===== src/rtl/sipo_pkg.sv =====
package sipo_pkg;
  // Number of chained stages; the output mapping assumes exactly two.
  localparam int unsigned NUM_STAGES = 2;

  // Rising-edge test on a synchronized level and its previous sample.
  function automatic logic rise_of(input logic cur, input logic prev);
    return cur & ~prev;
  endfunction

  // Output blanking for one byte: all ones when disabled.
  function automatic logic [7:0] blank_byte(input logic en, input logic [7:0] v);
    return en ? v : 8'hFF;
  endfunction
endpackage


===== src/rtl/bit_sync.sv =====
module bit_sync #(
  parameter int unsigned DEPTH = 2
) (
  input  logic clk,
  input  logic rst_n,
  input  logic d,
  output logic q
);
  logic [DEPTH-1:0] pipe;

  always_ff @(posedge clk or negedge rst_n) begin
    if (!rst_n) pipe <= '0;
    else        pipe <= {pipe[DEPTH-2:0], d};
  end

  assign q = pipe[DEPTH-1];
endmodule


===== src/rtl/rise_detect.sv =====
module rise_detect (
  input  logic clk,
  input  logic rst_n,
  input  logic lvl,
  output logic rise
);
  import sipo_pkg::*;
  logic prev;

  always_ff @(posedge clk or negedge rst_n) begin
    if (!rst_n) prev <= 1'b0;
    else        prev <= lvl;
  end

  assign rise = rise_of(lvl, prev);
endmodule


===== src/rtl/sipo_stage.sv =====
module sipo_stage #(
  parameter int unsigned W = 8
) (
  input  logic         clk,
  input  logic         rst_n,
  input  logic         sh_ev,
  input  logic         lat_ev,
  input  logic         sin,
  output logic [W-1:0] sr_q,
  output logic [W-1:0] st_q,
  output logic         sout
);
  always_ff @(posedge clk or negedge rst_n) begin
    if (!rst_n)     sr_q <= '0;
    else if (sh_ev) sr_q <= {sr_q[W-2:0], sin};
  end

  // Nonblocking update: a latch in a shift cycle stores the old contents.
  always_ff @(posedge clk or negedge rst_n) begin
    if (!rst_n)      st_q <= '1;
    else if (lat_ev) st_q <= sr_q;
  end

  assign sout = sr_q[W-1];
endmodule


===== src/rtl/cascade_sipo_latch.sv =====
module cascade_sipo_latch #(
  parameter int unsigned SYNC_DEPTH = 2
) (
  input  logic       clk,
  input  logic       rst_n,
  input  logic       ser_in,
  input  logic       shclk_in,
  input  logic       latclk_in,
  input  logic       out_en,
  output logic [7:0] seg_o,
  output logic [7:0] dsel_o,
  output logic       cascade_o
);
  import sipo_pkg::*;
  localparam int unsigned W  = 8;
  localparam int unsigned NS = NUM_STAGES;

  logic ser_s, sh_lvl, lat_lvl;
  logic sh_ev, lat_ev;
  logic [NS-1:0][W-1:0] sr_q;
  logic [NS-1:0][W-1:0] st_q;
  logic [NS:0]          chain;

  bit_sync #(.DEPTH(SYNC_DEPTH)) u_ser_sync (.clk(clk), .rst_n(rst_n), .d(ser_in),    .q(ser_s));
  bit_sync #(.DEPTH(SYNC_DEPTH)) u_sh_sync  (.clk(clk), .rst_n(rst_n), .d(shclk_in),  .q(sh_lvl));
  bit_sync #(.DEPTH(SYNC_DEPTH)) u_lat_sync (.clk(clk), .rst_n(rst_n), .d(latclk_in), .q(lat_lvl));

  rise_detect u_sh_rise  (.clk(clk), .rst_n(rst_n), .lvl(sh_lvl),  .rise(sh_ev));
  rise_detect u_lat_rise (.clk(clk), .rst_n(rst_n), .lvl(lat_lvl), .rise(lat_ev));

  assign chain[0] = ser_s;

  for (genvar k = 0; k < NS; k++) begin : g_stage
    sipo_stage #(.W(W)) u_stage (
      .clk    (clk),
      .rst_n  (rst_n),
      .sh_ev  (sh_ev),
      .lat_ev (lat_ev),
      .sin    (chain[k]),
      .sr_q   (sr_q[k]),
      .st_q   (st_q[k]),
      .sout   (chain[k+1])
    );
  end

  assign seg_o     = blank_byte(out_en, st_q[NS-1]);
  assign dsel_o    = blank_byte(out_en, st_q[0]);
  assign cascade_o = chain[NS];
endmodule


===== config.mk =====
export PLATFORM = sky130hd
export DESIGN_NAME = cascade_sipo_latch
export DESIGN_NICKNAME = d
export VERILOG_FILES = /design/src/rtl/sipo_pkg.sv /design/src/rtl/bit_sync.sv /design/src/rtl/rise_detect.sv /design/src/rtl/sipo_stage.sv /design/src/rtl/cascade_sipo_latch.sv
export SDC_FILE = /design/constraint.sdc
export NUM_CORES = 1
export LEC_CHECK = 0
export CAP_MARGIN = 15
export CORE_MARGIN = 10
export CORE_UTILIZATION = 40
export DETAILED_ROUTE_END_ITERATION = 12
export DONT_BUFFER_PORTS = 1
export GPL_TIMING_DRIVEN = 0
export PLACE_DENSITY = 0.55
export SLEW_MARGIN = 30
export SYNTH_ARGS = -nofsm -noshare
export SYNTH_HDL_FRONTEND = slang
export SYNTH_SLANG_ARGS = --single-unit

===== constraint.sdc =====
create_clock -name clk -period 1.2 [get_ports clk]
set_input_delay 0.24 -clock clk [delete_from_list [all_inputs] [get_ports clk]]
set_output_delay 0.24 -clock clk [all_outputs]
set_load 0.005 [all_outputs]

; Word level (Yosys, flattened, before mapping)
; Index checks and enable logic that the tools add are counted.
[word_totals]
out_inout_bits = 17
ff_bits = 40
in_bits = 6
word_cells = 15
[classes]
n_bitwise = 4
n_mux = 2
[ops]
columns = op, count
row1 = $mux W8, 2
row2 = $and A1 B1 Y1, 2
row3 = $not A1 Y1, 2

; Depth between registers and ports, before layout
; Gate-level depths: netlist of run 1.
[logic_depth]
depth_word = 2
ltp_mapped = 4
depth_no_buf = 2

; Modules after synthesis
; From an unflattened synthesis of run 1, not the netlist that was laid out.
[hier_totals]
hier_cells = 97
area_unflattened_um2 = 1700.4
[by_module_without_submodules]
columns = module, area_per_inst_um2, cells_per_inst, n_inst
row1 = sipo_stage, 680.7, 35, 2
row2 = bit_sync, 50.0, 2, 3
row3 = cascade_sipo_latch, 111.4, 17, 1
row4 = rise_detect, 38.8, 2, 2

; Least setup slack after synthesis of run 1
; Ideal clock, no wire load.
[synth_path]
path_kind = register to register
from = reg u_sh_rise.prev
to = reg g_stage[0].u_stage.sr_q[0]
required_ns = 1.075
t_arrival_ns = 1.027
path_buffers = 2
path_slack_ns = 0.048
stages_incl_launch_ff = 5
synth_period_minus_slack_ns = 1.152
setup_time_ns = 0.125
path_cell_list = dfrtp_1 nor2b_4 buf_6 buf_12 mux2_4
[synth_between]
elab_chain_cells = 2
[synth_lines]
columns = element, line_no
row1 = from (decl), rise_detect.sv:8  ; logic prev;
row2 = from (signal assigned), rise_detect.sv:12  ; else prev <= lvl;
row3 = $not A1 Y1, sipo_pkg.sv:7  ; return cur & ~prev;
row4 = $and A1 B1 Y1, sipo_pkg.sv:7
row5 = to (signal assigned), sipo_stage.sv:15  ; else if (sh_ev) sr_q <= {sr_q[W-2:0], sin};
row6 = to (decl), sipo_stage.sv:9  ; output logic [W-1:0] sr_q,
; No other way between the ends.
; A chain may end at the register's enable or synchronous reset.

; Worst setup path in the final report of run 1
[layout_path]
from = reg u_sh_rise.prev
to = reg g_stage[0].u_stage.sr_q[6]
; Same word-level chain as after synthesis.

==> results.sh, run 1 <==
export IMPL_sw_frac_of_total_pct=23.6
export IMPL_grt_pass1_wl_mm=4.35
export IMPL_i_o_buffers=0
export IMPL_sequence_of_cells_on_the_critical_path="nor2b_4 -> buf_8 -> clkbuf_16 -> mux2_4"
export IMPL_relSlewSlack_pct=71.1
export IMPL_maxSlewViolCount=0
export IMPL_power_leakage_nw=0.941
export IMPL_vdd_ir_drop_max_uv=840
export IMPL_tightest_slew_ns=0.433
export IMPL_antenna_diode_count=0
export IMPL_postSynthAreaPerCell_sq_um=17.4
export IMPL_status="complete, but fails checks"
export IMPL_crit_path_end_kind="flop"
export IMPL_synth_top_cell_by_area="dfrtp_1"
export IMPL_holdPathEnd="u_sh_sync.pipe[1]"
export IMPL_max_cap_viol_count=0
export IMPL_ys_seq_area_share_pct=61.7
export IMPL_areaGrowthSynthToFinish_pct=24.5
export IMPL_netlist_top_cells_area="dfrtp_1 (36%), dfstp_2 (25%), mux2_4 (18%)"
export IMPL_die_h_microns=84.3
export IMPL_power_density_nw_per_um2=2080
export IMPL_detail_route_first_pass_iterations=2
export IMPL_worst_hold_path_num_cells=0
export IMPL_detail_route_wirelength_mm=2.68
export IMPL_timing_final_hold_violations=0
export IMPL_clock_slew_at_reported_path_ffs_ns=0.08
export IMPL_dr_total_vias=773
export IMPL_mostFrequentLayoutCell="dfrtp_1"
export IMPL_critical_path_n_buffers_inverters=2
export IMPL_first_iter_violations=38
export IMPL_startpoint_type="flop"
export IMPL_cts_root_buffer="clkbuf_8"
export IMPL_clock_latency_ns=0.29
export IMPL_share_seq_of_total_power_pct=52.8
export IMPL_post_drt_via_cell_ratio=4.63
export IMPL_power_share_of_the_clock_group_pct=19.5
export IMPL_finalWeightedCongestion=0.712
export IMPL_worstPathArrival_ns=1.38
export IMPL_floorplan_die_area_sq_um=7110
export IMPL_floorplan_io_pins=23
export IMPL_place_area_sq_um=1720
export IMPL_reg2reg_from="u_sh_rise.prev"
export IMPL_clock_tree_buffer_depth=2
export IMPL_slowest_delay_ns=0.40
export IMPL_part_of_the_cycle_the_worst_path_needs_pct=100
export IMPL_fin_worst_skew_ns=0.00954
export IMPL_timing_final_crit_period_ns=1.20
export IMPL_switchingPower_mw=1.01
export IMPL_worst_r2r_cell_count=4
export IMPL_synth_cell_area_sq_um=1660
export IMPL_ctsHtreeMaxLevel=2
export IMPL_timing_rr_end="g_stage[0].u_stage.sr_q[6]"
export IMPL_worst_path_max_fanout=8
export IMPL_synth_top_area_share_pct=36.3
export IMPL_grt_antenna_before_repair=0
export IMPL_post_route_cell_area_sq_um=2060
export IMPL_grt_start_max_net_pins=41
export IMPL_worst_r2r_setup_slack_ns=-0.002
export IMPL_post_route_cells_drive_above_1_share_pct=70.9
export IMPL_post_syn_instances=95
export IMPL_ys_warn_count=0
export IMPL_max_freq_ghz=0.832
export IMPL_detailed_place_hpwl_mm=1.73
export IMPL_finalSetupViolations=2
export IMPL_critical_path_slowest_cell="dfrtp_1"
export IMPL_dieWidth_microns=84.3
export IMPL_crit_required_ns=1.38
export IMPL_final_nets=122
export IMPL_design_core_area_sq_um=4000
export IMPL_cts_buffers=5
export IMPL_layout_common_cells="dfrtp_1 (24), mux2_4 (20), dfstp_2 (16)"
export IMPL_ys_ff_latch=40
export IMPL_critPathKind="reg2reg"
export IMPL_clock_sinks=40
export IMPL_p_int_mw=3.27
export IMPL_route_detailed_wl_per_inst_microns=16.0
export IMPL_first_global_vias=843
export IMPL_cp_top_family="flip-flops"
export IMPL_timing_hold_worst_class="reg2reg"
export IMPL_power_share_combinational_pct=27.7
export IMPL_final_cells=167
export IMPL_layout_setup_ws_ns=-0.00182
export IMPL_worstHoldStart="u_sh_sync.pipe[0]"
export IMPL_dpl_cell_count=145
export IMPL_core_rowCount=23
export IMPL_yosysUniqueCellTypes=10
export IMPL_drc_errors=0
export IMPL_overall_global_routing_usage_pct=7.72
export IMPL_failed_checks="negative setup slack"
export IMPL_rsz_0062_raised_after_global_routing="yes"
export IMPL_grt_overflow_total=0
export IMPL_initial_util_pct=41.4
export IMPL_antenna_left=0
export IMPL_synth_net_count=101
export IMPL_cts_tree="done"
-- cell usage after synthesis, drive strengths merged --
library cell,number
clkbuf,1
buf,4
dfrtp,24
mux2,32
nand2b,12
nor2b,2
or2b,4
dfstp,16
-- cells by family (layout without fill, tap and decap cells) --
logic type / count (synthesis) / in the layout / synth area share [%]
buffers and inverters: 5 / 27 / 4.01
flip-flops: 40 / 40 / 61.7
multiplexers: 32 / 32 / 26.3
AND/OR/NAND/NOR: 18 / 18 / 8.01
-- metrics by stage --
stage	util (%)	setup TNS (ns)	hold WS, ns	worst slack, ns	power [mW]
6_report	51.5	-0.00233	0.352	-0.00182	4.28
5_1_grt	51.5	-0.407	0.359	-0.0347	4.54
4_1_cts	47.6	-0.0278	0.355	-0.00821	4.12
3_5_place_dp	42.9	-0.0301	-0.0541	-0.00768	3.13
3_3_place_gp	42.9	0	-0.0541	0.00306	3.09
2_1_floorplan	-	0	-0.0556	0.0482	2.94
-- timing repair --
item                                    4_1_cts  5_1_grt
hold buffers                                  5        0
resized for setup                             4       12
setup buffers                                 2        5
endpoints found under the setup margin       10       36
cloned                                        0        2
endpoints found under the hold margin        43        0
-- power groups by stage --
stage | logic [mW] | clock network (mW) | registers, mW
after floorplan | 0.766 | 0 | 2.17
after global placement | 0.826 | 0 | 2.27
after detailed placement | 0.848 | 0 | 2.28
after CTS | 0.978 | 0.882 | 2.26
after global routing | 1.28 | 0.926 | 2.33
final | 1.18 | 0.834 | 2.26
-- layer usage --
metal / GRT usage, % / up-vias / routed length (microns)
li1: - / 363 / -
met4: 3.59 / 0 / 35
met1: 9.04 / 387 / 1220
met5: 0 / - / 0
met3: 4.73 / 4 / 221
met2: 10.9 / 19 / 1200
-- worst max-delay path by stage --
stage	from	to	slack (ns)	cells after the start
2_1_floorplan	u_sh_rise.prev	g_stage[0].u_stage.sr_q[0]	0.05	4
3_3_place_gp	u_sh_rise.prev	g_stage[0].u_stage.sr_q[5]	0.003	4
4_1_cts	g_stage[0].u_stage.st_q[0]	dsel_o[0]	-0.008	1
5_1_grt	u_sh_sync.pipe[1]	g_stage[0].u_stage.sr_q[6]	-0.03	4
6_report	u_sh_rise.prev	g_stage[0].u_stage.sr_q[6]	-0.002	4
3_5_place_dp	u_sh_rise.prev	g_stage[0].u_stage.sr_q[6]	-0.008	4
-- area by class of cell --
type / instances / area [sq um]
fill: 348 / 1940
sequential: 40 / 1020
multi-input combinational: 50 / 658
timing repair buffer: 14 / 163
clock buffer: 7 / 76.3
buffer: 5 / 75.1
tap: 50 / 62.6
clock inverter: 1 / 5.00
-- sequential cells by signal, summed over array words and instances (netlist names) --
name                  cells
u_ser_sync.pipe           2
g_stage.u_stage.sr_q     16
u_lat_rise.prev           1
u_sh_sync.pipe            2
u_lat_sync.pipe           2
u_sh_rise.prev            1
g_stage.u_stage.st_q     16
(Power assumes the default switching activity.)
==> inputs of run 2 (changes only) <==
--- a/config.mk
+++ b/config.mk
@@ -6,6 +6,7 @@
 export NUM_CORES = 1
 export LEC_CHECK = 0
 export CAP_MARGIN = 15
+export CORE_ASPECT_RATIO = 1.2
 export CORE_MARGIN = 10
 export CORE_UTILIZATION = 40
 export DETAILED_ROUTE_END_ITERATION = 12
==> run 2 against run 1 <==
Compared with the run above:
- the flow now finishes without violations
- hold slack better by 0.0031 ns
- sequential share of layout area rose by 0.95 points
- worst setup slack better by 0.0051 ns
- sequential cell count is the same
- routed wire length is 2.2% higher
- critical path depth is 3 lower
- die area is 0.15% higher
- clock skew shrank 0.0029 ns
- non-clock buffer count fell by 4
- critical path type is now reg2out
- largest power group unchanged
- highest routed layer unchanged
==> results.sh, run 2 (same netlist as run 1, synthesis figures left out) <==
export IMPL_status="complete, no violations"
export IMPL_design_core_area_sq_um=3970
export IMPL_relSlewSlack_pct=71.5
export IMPL_cp_top_family="flip-flops"
export IMPL_first_iter_violations=38
export IMPL_cts_tree="done"
export IMPL_fin_total_pwr_mw=4.29
export IMPL_grt_antenna_before_repair=0
export IMPL_mostFrequentLayoutCell="dfrtp_1"
export IMPL_grt_overflow_total=0
export IMPL_cts_buffers=5
export IMPL_timing_final_hold_violations=0
export IMPL_crit_required_ns=0.96
export IMPL_share_seq_of_total_power_pct=52.9
export IMPL_worst_path_max_fanout=2
export IMPL_final_fill_count=349
export IMPL_max_cap_viol_count=0
export IMPL_largestRegisters="g_stage.u_stage.sr_q x16, g_stage.u_stage.st_q x16"
export IMPL_initial_util_pct=41.7
export IMPL_finalWeightedCongestion=0.658
export IMPL_critical_path_n_buffers_inverters=0
export IMPL_dp_worst_setup_slack_ns=0.00137
export IMPL_antenna_diode_count=0
export IMPL_clock_sinks=40
export IMPL_switchingPower_mw=1.03
export IMPL_layout_setup_ws_ns=0.00327
export IMPL_post_drt_via_cell_ratio=4.71
export IMPL_die_h_microns=90.5
export IMPL_i_o_buffers=0
export IMPL_power_density_nw_per_um2=2120
export IMPL_startpoint_type="flop"
export IMPL_critPathKind="reg2out"
export IMPL_final_cells=167
export IMPL_part_of_the_cycle_the_worst_path_needs_pct=99.7
export IMPL_multi_input_gate_area_in_the_final_layout_sq_um=658
export IMPL_detailed_place_hpwl_mm=1.73
export IMPL_clock_slew_at_reported_path_ffs_ns=0.08
export IMPL_antenna_left=0
export IMPL_tightest_slew_ns=0.427
export IMPL_register_area_sq_um=1020
export IMPL_route_detailed_wl_per_inst_microns=16.4
export IMPL_crit_path_end_kind="primary output"
export IMPL_layout_common_cells="dfrtp_1 (24), mux2_4 (20), dfstp_2 (16)"
export IMPL_rsz_0062_raised_after_global_routing="yes"
export IMPL_worstPathArrival_ns=0.96
export IMPL_power_leakage_nw=0.922
export IMPL_final_nets=118
export IMPL_power_share_of_the_clock_group_pct=21.2
export IMPL_timing_final_crit_period_ns=1.20
export IMPL_floorplan_die_area_sq_um=7120
export IMPL_p_int_mw=3.26
export IMPL_areaGrowthSynthToFinish_pct=22.1
export IMPL_dpl_cell_count=149
export IMPL_dieWidth_microns=78.7
export IMPL_critical_path_slowest_cell="dfstp_2"
export IMPL_detail_route_first_pass_iterations=3
export IMPL_post_route_cells_drive_above_1_share_pct=71.7
export IMPL_slowest_delay_ns=0.54
export IMPL_sw_frac_of_total_pct=24.1
export IMPL_finalSetupViolations=0
export IMPL_dr_total_vias=786
export IMPL_power_share_combinational_pct=25.9
export IMPL_sequence_of_cells_on_the_critical_path="nand2b_4"
export IMPL_core_rowCount=25
export IMPL_overall_global_routing_usage_pct=7.71
export IMPL_max_freq_ghz=0.836
export IMPL_ctsHtreeMaxLevel=2
export IMPL_timing_hold_worst_class="reg2reg"
export IMPL_fin_worst_skew_ns=0.00667
export IMPL_clock_latency_ns=0.29
export IMPL_grt_pass1_wl_mm=4.23
export IMPL_cts_root_buffer="clkbuf_8"
export IMPL_maxSlewViolCount=0
export IMPL_detail_route_wirelength_mm=2.74
export IMPL_final_design_utilization_pct=50.9
export IMPL_first_global_vias=844
export IMPL_grt_start_max_net_pins=41
export IMPL_clock_tree_buffer_depth=2
export IMPL_drc_errors=0
export IMPL_floorplan_io_pins=23
export IMPL_vdd_ir_drop_max_uv=975
-- run 2: cell count changes in the layout (fill, tap and decap cells not counted), sizes merged --
cell	delta
buf	-3
clkinv	+1
clkbuf	-2
-- run 2: worst paths after layout --
check / cells past startpoint / startpoint / to / slack, ns
hold reg to reg: 0 / u_lat_sync.pipe[0] / u_lat_sync.pipe[1] / 0.36
hold / removal: 0 / u_lat_sync.pipe[0] / u_lat_sync.pipe[1] / 0.36
setup / recovery: 1 / g_stage[0].u_stage.st_q[3] / dsel_o[3] / 0.003
setup reg to reg: 4 / u_lat_rise.prev / g_stage[1].u_stage.st_q[4] / 0.01
min in group asynchronous: 2 / rst_n / g_stage[0].u_stage.sr_q[2] / 0.41
max in group asynchronous: 2 / rst_n / g_stage[1].u_stage.st_q[0] / 0.52
-- run 2: power groups by stage --
stage	Clock, mW	Sequential, mW	Combinational (mW)
floorplan	0	2.17	0.766
global placement	0	2.27	0.826
detailed placement	0	2.28	0.846
CTS	0.948	2.27	0.936
global route	0.997	2.34	1.21
finish	0.911	2.27	1.11
-- run 2: layout make-up --
class | count | share of cell area, %
Buffer | 4 | 2.97
Clock buffer | 6 | 4.08
Clock inverter | 2 | 0.495
Multi-Input combinational cell | 50 | 32.5
Sequential cell | 40 | 50.5
Tap cell | 54 | 3.34
Timing Repair Buffer | 11 | 6.06
-- run 2: metal layers --
| metal | part of all wire [%] | GRT usage [%] |
|---|---|---|
| met1 | 44 | 8.56 |
| met4 | 2.9 | 5.84 |
| met2 | 48 | 11.4 |
| met5 | 0 | 0 |
| met3 | 5.5 | 3.19 |
-- run 2: through the flow --
step | hold slack [ns] | area [sq um] | setup TNS (ns)
finish | 0.355 | 2020 | 0
global route | 0.359 | 2020 | -0.268
CTS | 0.359 | 1890 | -0.0249
detailed placement | -0.0538 | 1720 | 0
global placement | -0.0540 | 1720 | 0
floorplan | -0.0556 | 1660 | 0
-- run 2: what timing repair did --
item                       4_1_cts  5_1_grt
gates resized for setup          4       13
hold endpoints to repair        43        0
setup endpoints to repair       13       32
hold buffers                     5        0
cloned                           0        1
setup buffers                    0        5
